==> config.mk <==
export PLATFORM = sky130hd
export DESIGN_NAME = e3_pmon
export DESIGN_NICKNAME = d
export VERILOG_FILES = /design/src/rtl/e3_pmon_pkg.sv /design/src/rtl/e3_pmon_cnt.sv /design/src/rtl/e3_pmon_stat.sv /design/src/rtl/e3_pmon.sv
export SDC_FILE = /design/constraint.sdc
export NUM_CORES = 1
export LEC_CHECK = 0
export ABC_AREA = 1
export CAP_MARGIN = 25
export CELL_PAD_IN_SITES_DETAIL_PLACEMENT = 1
export CELL_PAD_IN_SITES_GLOBAL_PLACEMENT = 1
export CORE_MARGIN = 4
export CORE_UTILIZATION = 45
export DETAILED_ROUTE_END_ITERATION = 10
export GPL_TIMING_DRIVEN = 0
export PLACE_DENSITY = 0.95
export SYNTH_ARGS = -nofsm -noshare
export SYNTH_HDL_FRONTEND = slang
export SYNTH_HIERARCHICAL = 1
export SYNTH_SLANG_ARGS = --single-unit
==> constraint.sdc <==
create_clock -name clk -period 10.3 [get_ports clk]
set_clock_uncertainty 0.1 [all_clocks]
set_input_delay 2.06 -clock clk [delete_from_list [all_inputs] [get_ports clk]]
set_output_delay 2.06 -clock clk [all_outputs]
set_load 0.03 [all_outputs]
==> src/rtl/e3_pmon_pkg.sv <==
// Shared constants and helpers for the E3 performance monitor.
// Assumes an 8-bit register address space and 16-bit counters.
package e3_pmon_pkg;
    localparam int ADDR_W = 8;
    localparam int DATA_W = 8;
    localparam int CNT_W  = 16;
    localparam int MASK_W = 8;
    localparam int POP_W  = $clog2(MASK_W + 1);

    localparam logic [ADDR_W-1:0] A_IRQ_EN  = 8'h14;
    localparam logic [ADDR_W-1:0] A_STATUS  = 8'h15;
    localparam logic [ADDR_W-1:0] A_PAR_HI  = 8'h54;
    localparam logic [ADDR_W-1:0] A_PAR_LO  = 8'h55;
    localparam logic [ADDR_W-1:0] A_FEBE_HI = 8'h56;
    localparam logic [ADDR_W-1:0] A_FEBE_LO = 8'h57;

    // Status bit positions
    localparam int ST_TRACE = 6;
    localparam int ST_FEBE  = 4;
    localparam int ST_FERF  = 3;
    localparam int ST_BIP   = 2;
    localparam int ST_FBYTE = 1;
    localparam int ST_PLD   = 0;

    // Number of ones in a mismatch mask
    function automatic logic [POP_W-1:0] pop_count(input logic [MASK_W-1:0] m);
        logic [POP_W-1:0] n;
        n = '0;
        for (int i = 0; i < MASK_W; i++) begin
            n = n + POP_W'(m[i]);
        end
        return n;
    endfunction
endpackage

==> src/rtl/e3_pmon_cnt.sv <==
// Saturating event counter that clears on read, with a coherent low-byte snapshot.
// Assumes that the upper-byte read comes first: it copies the low byte into a
// shadow and clears the counter. A lower-byte read returns the shadow and clears
// it. An increment in the same cycle as a clear is kept.
module e3_pmon_cnt #(
    parameter int CNT_W = 16,
    parameter int INC_W = 4
) (
    input  logic             clk,
    input  logic             rst_n,
    input  logic             inc_en,
    input  logic [INC_W-1:0] inc_val,
    input  logic             rd_hi,
    input  logic             rd_lo,
    output logic [CNT_W-1:0] count,
    output logic [7:0]       shadow
);
    localparam int LO_W = 8;
    localparam logic [CNT_W-1:0] MAXV = '1;

    logic [CNT_W-1:0] base;
    logic [CNT_W:0]   sum;
    logic [CNT_W-1:0] nxt;

    // Next count: clear first if read, then add and saturate
    always_comb begin
        base = rd_hi ? '0 : count;
        sum  = {1'b0, base} + (CNT_W+1)'(inc_val);
        if (!inc_en)
            nxt = base;
        else if (sum[CNT_W])
            nxt = MAXV;
        else
            nxt = sum[CNT_W-1:0];
    end

    // Counter register
    always_ff @(posedge clk) begin
        if (!rst_n) count <= '0;
        else        count <= nxt;
    end

    // Shadow byte: loaded on upper-byte read, cleared on lower-byte read
    always_ff @(posedge clk) begin
        if (!rst_n)     shadow <= '0;
        else if (rd_hi) shadow <= count[LO_W-1:0];
        else if (rd_lo) shadow <= '0;
    end
endmodule

==> src/rtl/e3_pmon_stat.sv <==
// Interrupt status register that clears on read, with an enable mask and interrupt output.
// Assumes that event bits arrive already qualified by the frame strobe. A set
// that coincides with a clearing read is kept.
module e3_pmon_stat #(
    parameter int W = 8
) (
    input  logic         clk,
    input  logic         rst_n,
    input  logic [W-1:0] set_bits,
    input  logic         rd_clr,
    input  logic         en_wr,
    input  logic [W-1:0] en_wdata,
    output logic [W-1:0] status,
    output logic [W-1:0] enable,
    output logic         irq
);
    // Status: OR in new events, drop old contents on read
    always_ff @(posedge clk) begin
        if (!rst_n)      status <= '0;
        else if (rd_clr) status <= set_bits;
        else             status <= status | set_bits;
    end

    // Enable mask register
    always_ff @(posedge clk) begin
        if (!rst_n)     enable <= '0;
        else if (en_wr) enable <= en_wdata;
    end

    // Interrupt: any enabled pending bit
    assign irq = |(status & enable);
endmodule

==> src/rtl/e3_pmon.sv <==
// E3 receive performance monitor top level.
// Takes one strobe per received frame with its parity mismatch mask and alarm
// flags. Keeps the parity and FEBE counters and the interrupt status, and asks
// the transmit side for FEBE in the frame after a parity failure.
// Assumes frm_strobe lasts one cycle per frame. Read data is registered.
module e3_pmon
    import e3_pmon_pkg::*;
(
    input  logic              clk,
    input  logic              rst_n,
    input  logic              frm_strobe,
    input  logic [MASK_W-1:0] em_mismatch,
    input  logic              rx_febe,
    input  logic              rx_trace_chg,
    input  logic              rx_ferf,
    input  logic              rx_fbyte_err,
    input  logic              rx_pld_mis,
    input  logic [ADDR_W-1:0] reg_addr,
    input  logic              reg_rd,
    input  logic              reg_wr,
    input  logic [DATA_W-1:0] reg_wdata,
    output logic [DATA_W-1:0] reg_rdata,
    output logic              irq,
    output logic              tx_febe_req
);
    logic [POP_W-1:0]  par_inc;
    logic              par_err;
    logic [CNT_W-1:0]  par_cnt, febe_cnt;
    logic [7:0]        par_shd, febe_shd;
    logic [DATA_W-1:0] st_set, status, irq_en, rd_mux;
    logic rd_par_hi, rd_par_lo, rd_febe_hi, rd_febe_lo, rd_stat;

    // Frame result decode
    always_comb begin
        par_inc = pop_count(em_mismatch);
        par_err = |em_mismatch;
    end

    // Read strobe decode per register
    always_comb begin
        rd_par_hi  = reg_rd && (reg_addr == A_PAR_HI);
        rd_par_lo  = reg_rd && (reg_addr == A_PAR_LO);
        rd_febe_hi = reg_rd && (reg_addr == A_FEBE_HI);
        rd_febe_lo = reg_rd && (reg_addr == A_FEBE_LO);
        rd_stat    = reg_rd && (reg_addr == A_STATUS);
    end

    // Status events of this frame
    always_comb begin
        st_set = '0;
        if (frm_strobe) begin
            st_set[ST_TRACE] = rx_trace_chg;
            st_set[ST_FEBE]  = rx_febe;
            st_set[ST_FERF]  = rx_ferf;
            st_set[ST_BIP]   = par_err;
            st_set[ST_FBYTE] = rx_fbyte_err;
            st_set[ST_PLD]   = rx_pld_mis;
        end
    end

    e3_pmon_cnt #(.CNT_W(CNT_W), .INC_W(POP_W)) u_par_cnt (
        .clk     (clk),
        .rst_n   (rst_n),
        .inc_en  (frm_strobe),
        .inc_val (par_inc),
        .rd_hi   (rd_par_hi),
        .rd_lo   (rd_par_lo),
        .count   (par_cnt),
        .shadow  (par_shd)
    );

    e3_pmon_cnt #(.CNT_W(CNT_W), .INC_W(1)) u_febe_cnt (
        .clk     (clk),
        .rst_n   (rst_n),
        .inc_en  (frm_strobe && rx_febe),
        .inc_val (1'b1),
        .rd_hi   (rd_febe_hi),
        .rd_lo   (rd_febe_lo),
        .count   (febe_cnt),
        .shadow  (febe_shd)
    );

    e3_pmon_stat #(.W(DATA_W)) u_stat (
        .clk      (clk),
        .rst_n    (rst_n),
        .set_bits (st_set),
        .rd_clr   (rd_stat),
        .en_wr    (reg_wr && (reg_addr == A_IRQ_EN)),
        .en_wdata (reg_wdata),
        .status   (status),
        .enable   (irq_en),
        .irq      (irq)
    );

    // Loop-back request: valid for the whole frame after a failed check
    always_ff @(posedge clk) begin
        if (!rst_n)          tx_febe_req <= 1'b0;
        else if (frm_strobe) tx_febe_req <= par_err;
    end

    // Read data selection
    always_comb begin
        case (reg_addr)
            A_IRQ_EN:  rd_mux = irq_en;
            A_STATUS:  rd_mux = status;
            A_PAR_HI:  rd_mux = par_cnt[CNT_W-1:8];
            A_PAR_LO:  rd_mux = par_shd;
            A_FEBE_HI: rd_mux = febe_cnt[CNT_W-1:8];
            A_FEBE_LO: rd_mux = febe_shd;
            default:   rd_mux = '0;
        endcase
    end

    // Registered read data
    always_ff @(posedge clk) begin
        if (!rst_n)      reg_rdata <= '0;
        else if (reg_rd) reg_rdata <= rd_mux;
    end
endmodule

# --- Word level (Yosys, flattened, before mapping) ---
# Index checks and enable logic that the tools add are counted.
totals:
  n_memories: 0
  elab_cells: 53
  output_inout_bits: 10
  rom_bits: 0
  inputBits: 34
  regBits: 73
  mem_bits_rw: 0
  latch_bits: 0
op_classes:
  n_addsub: 9
  shift: 0
  eq_ne: 6
  mux: 14
  div: 0
  bitwise_logic: 3
  reduce_logical: 12
  n_lt_le_gt_ge: 0
  n_mul: 0
op_table:
  columns: ["operator", "count"]
  rows:
  - ["2-to-1 mux 16 bit", 6]
  - ["one-hot mux 8 bit (6 select lines)", 1]
  - ["== test 8 x 7 -> 1 bit (second input constant)", 4]
  - ["2-to-1 mux 8 bit", 4]
  - ["adder 16 x 1 -> 17 bit (second input constant)", 1]
  - ["adder 16 x 4 -> 17 bit", 1]
  - ["adder 4 x 1 -> 4 bit", 4]
  - ["== test 8 x 5 -> 1 bit (second input constant)", 2]
  - ["OR reduction 8 bit", 2]
  - ["AND 8 bit", 1]
  - ["OR 8 x 7 -> 8 bit", 1]
  - ["logical AND 1 bit", 7]
  - ["2-to-1 mux 7 bit", 1]
  - ["2-to-1 mux 5 bit", 1]
  - ["adder 3 x 1 -> 4 bit", 1]
  - ["nonzero test 2 bit", 2]
  - ["adder 2 x 1 -> 3 bit", 1]
  - ["adder 1 x 1 -> 2 bit", 1]
  - ["OR reduction 2 bit", 1]
  - ["2-to-1 mux 1 bit", 1]
  - ["inverter 1 bit", 1]

# --- Logic depth before layout (Yosys ltp) ---
depth:
  ltp_word: 10
  ltp_mapped: 21
  depth_no_buf: 20

# --- By module ---
# Netlist, hierarchy kept.
modules_own_cells:
  columns: ["mod", "seq_area_each_um2", "cells_each", "instances", "area_per_inst_um2"]
  rows:
  - ["e3_pmon_cnt (u_par_cnt)", 480.5, 226, 1, 1491.4]
  - ["e3_pmon_cnt (u_febe_cnt)", 480.5, 204, 1, 1386.3]
  - ["e3_pmon", 180.2, 200, 1, 1278.7]
  - ["e3_pmon_stat", 320.3, 74, 1, 558.0]

# --- Worst setup path after synthesis ---
# Ideal clock, no wire load.
synth_path:
  path_kind: "input to register"
  start: "input port em_mismatch[0]"
  end: "register u_par_cnt.count[11]"
  required_ps: 10091
  setup_time_ps: 109
  n_path_buf: 1
  slack_ps: 4523
  path_stages: 21
  arrival_ps: 5568
  path_cell_list: "fa_1 -> inv_1 -> fa_1 -> fa_1 -> inv_1 -> ha_1 -> inv_1 -> fa_1 -> inv_1 -> fa_1 -> inv_1 -> nor2_1 -> nor2_1 -> nor2_4 -> nand2_2 -> nor2_4 -> nand2_2 -> buf_6 -> nand3_2 -> nand2_1 -> inv_1"
synth_between:
  elab_chain_len: 10
synth_lines:
  columns: ["item", "line", "source"]
  rows:
  - ["start, declared", "e3_pmon.sv:12", "input logic [MASK_W-1:0] em_mismatch,"]
  - ["adder 1 x 1 -> 2 bit", "e3_pmon_pkg.sv:30", "n = n + POP_W'(m[i]);"]
  - ["adder 2 x 1 -> 3 bit", "e3_pmon_pkg.sv:30", null]
  - ["adder 3 x 1 -> 4 bit", "e3_pmon_pkg.sv:30", null]
  - ["adder 4 x 1 -> 4 bit (4 in a row)", "e3_pmon_pkg.sv:30", null]
  - ["net par_inc[1]", "e3_pmon.sv:26", "logic [POP_W-1:0] par_inc;"]
  - ["adder 16 x 4 -> 17 bit", "e3_pmon_cnt.sv:28", "sum = {1'b0, base} + (CNT_W+1)'(inc_val);"]
  - ["2-to-1 mux 16 bit", "e3_pmon_cnt.sv:31", "else if (sum[CNT_W])"]
  - ["2-to-1 mux 16 bit", "e3_pmon_cnt.sv:29", "if (!inc_en)"]
  - ["end signal, assigned", "e3_pmon_cnt.sv:40", "else count <= nxt;"]
  - ["end, declared", "e3_pmon_cnt.sv:15", "output logic [CNT_W-1:0] count,"]
# The timed path passes the listed nets, and every way through them passes these cells.
# A chain may end at the register's enable or synchronous reset.

# --- Worst setup path after layout ---
# Ends and elaborated chain as after synthesis.

==> flow_summary.ini <==
[run_status]
status = finished clean

[timing]
slew_violations = 0
setup-tns-final_ps = 0
max_slew_margin = 0.356
fin_hold_ws_ps = 376
worst_pin_slew_ps = 963
hold_viol = 0
rsz0062_at_grt = no
max_freq_mhz = 153
setup_viol_count_final = 0
finalCritPeriodShare = 0.633
period_minus_slack_ps = 6520

[routing]
vias_per_cell = 5.41
dr.pass1.iters = 5
drc = 0
totalWireLength_um = 15400
post_drt_wl_per_cell_um = 17.2
postRouteAntennaNets = 0
drt-initial-drc-count = 288
vias = 4865

[cts]
cts_buffer_depth = 2
post_cts_buffers = 0
h-tree-depth = 3
cts_tree = built
cts_buffers = 9
cts_sinks = 73
ctsHoldBuffers = 0
insertion_delay_ps = 350
cts_resized = 0
clkSlewWorstSetupHoldPaths_ps = 70
cts-root-buf = clkbuf_8

[pwr]
p_switching_mw = 0.189
cellLeakagePower_nw = 2.45
power.share.clock = 0.323
power_frac_seq = 0.474
p_sw_frac = 0.301
power.internal_mw = 0.438
power_mw = 0.627
powerDensity_nw_per_um2 = 114
comb_power_share = 0.202
peakVddDrop_mv = 0.0687

[global_route]
grtUsageMet1 = 0.297
grt_pass1_vias = 5424
grt_util_met3 = 0.0518
grt_pass1_wl_um = 25200
grt_util_met2 = 0.496
grt-busiest-layer = met2
grt.total_usage = 0.269
grt_overflow_total = 0
antenna_found_initial = 0
grt_max_degree = 26

[die]
fp.dieW_um = 110
core_area_um2 = 10300
die_y_um = 110
ios = 44
start_util = 0.459
fp-row-count = 37
die-area_um2 = 12200

[critical_path]
crit_path_frequent_cell = inv_1
critPathMaxFanout = 10
endpoint_kind = flop
cp-start-kind = primary input
cpMaxStageDelayCell = fa_1
path_delay_family = adder cells
critPathBufInv = 8
worstSetupPathType = primary input to flop
path_cells = clkdlybuf4s50_1 -> fa_1 -> inv_1 -> fa_1 -> fa_1 -> inv_1 -> ha_1 -> inv_1 -> fa_1 -> inv_1 -> fa_1 -> inv_1 -> nor2_1 -> nor2_1 -> nor2_4 -> nand2_2 -> nor2_4 -> nand2_2 -> buf_6 -> nand3_2 -> nand2_1 -> inv_1
worst_ep_required_time_ps = 10440
worst_ep_arrival_time_ps = 6660
worst_path_largest_cell_delay_ps = 570

[synthesis]
synth_warnings = 6
yosysUniqueCellTypes = 31
ys_ff_latch = 73
synth_cells = 704
syn_area_per_cell_um2 = 6.70
seq_area_frac_synth = 0.310
syn_area_um2 = 4710

[finish]
final_nets = 809
fillers = 1375
area_growth_pct = 16.3
num_antenna_cells = 0
layout-drive-gt1-share = 0.123

[placed_design]
dp_hpwl_um = 11100
port_buffers = 43
gp_congestion = 0.866

[flow_run]
cap_violations = 0

[min_path]
min_path_type = flop to flop
[cell usage in the layout, fill, tap and decap left out, types with 4 or more instances in the layout]
master           netlist  final
xnor2_1                4      4
clkbuf_1               6      9
nor3_1                 5      5
a31oi_1                4      4
dfxtp_1               73     73
nor2_4                11     11
inv_1                 81     81
conb_1                 2      4
nor2_1                98     98
nor2_8                 4      4
ha_1                  10     10
nand4_1               14     14
clkdlybuf4s50_1        0     43
clkbuf_8               0     11
nor2_2                 6      6
a21oi_1               42     42
a21oi_2                9      9
nand3_2               14     14
nand2_1              175    175
fa_1                   5      5
o21ai_0               27     27
nand3_1               69     69
buf_6                 11     11
nand2_2                8      8
inv_2                 12     12
[cells by family after synthesis]
logic type      share of synthesized area
simple gates                        0.418
buf+inv                             0.113
compound gates                     0.0969
flops                               0.310
fa+ha+maj                          0.0478
xor+xnor                           0.0130
other cells                       0.00159
[metrics by stage]
step | setup slack (ps) | util | std cells | area, um2
global placement | 3820 | 0.518 | 885 | 5320
floorplan | 4520 | - | 706 | 4720
global route | 3600 | 0.534 | 899 | 5490
detailed placement | 3660 | 0.518 | 885 | 5320
CTS | 3830 | 0.534 | 899 | 5490
finish | 3780 | 0.534 | 899 | 5490
[cells in the mapped netlist, drive strengths merged]
cell type  number  area [um2]
a21boi          1        7.51
a21oi          51         289
a31oi           4        25.0
and3            1        6.26
buf            14         139
clkbuf          6        22.5
clkinv          1        3.75
conb            2        7.51
dfxtp          73        1460
fa              5         100
ha             10         125
inv            94         365
nand2         186         741
nand3          84         503
nand4          14        87.6
nor2          119         609
nor3            5        25.0
o21ai          27         135
xnor2           4        35.0
xor2            3        26.3
[final cells by class]
type | count | area (um2) | area share
tap | 136 | 170 | 0.0310
clock buffer | 14 | 163 | 0.0297
sequential | 73 | 1460 | 0.266
buffer | 20 | 161 | 0.0294
multi-input combinational | 518 | 2730 | 0.498
timing repair buffer | 43 | 430 | 0.0785
inverter | 95 | 369 | 0.0673
[state kept, by name (all words and copies together), names as in the netlist]
signal,flops
u_par_cnt/count,16
tx_febe_req,1
u_stat/status,8
u_febe_cnt/count,16
reg_rdata,8
u_stat/enable,8
u_par_cnt/shadow,8
u_febe_cnt/shadow,8
[power groups by stage]
stage	clock network [mW]	logic [mW]	registers, mW
after detailed placement	0	0.116	0.304
after global placement	0	0.105	0.304
after CTS	0.208	0.125	0.297
after floorplan	0	0.0705	0.305
after global routing	0.218	0.137	0.298
final	0.203	0.127	0.297
[routing by layer]
layer,up-vias,part of all wire
li1,2342,-
met1,2354,0.41
met2,128,0.52
met3,41,0.043
met4,0,0.032
met5,-,0
[path summary, 6_finish.rpt]
| kind | slack [ps] | endpoint | depth (start not counted) | from |
|---|---|---|---|---|
| worst max register to register | 7870 | u_par_cnt/count[11] | 15 | u_par_cnt/count[0] |
| worst max-delay path | 3780 | u_par_cnt/count[11] | 22 | em_mismatch[0] |
| worst min register to register | 380 | u_febe_cnt/shadow[0] | 2 | u_febe_cnt/count[0] |
| worst min-delay path | 380 | u_febe_cnt/shadow[0] | 2 | u_febe_cnt/count[0] |
[worst register-to-register path, delay by kind of cell (launching register included)]
| kind | cells | cell delay [ps] |
|---|---|---|
| AND/OR/NAND/NOR | 9 | 920 |
| adder cells (fa/ha/maj) | 2 | 650 |
| buffers and inverters | 4 | 360 |
| flip-flops | 1 | 320 |
(Power assumes the default switching activity.)
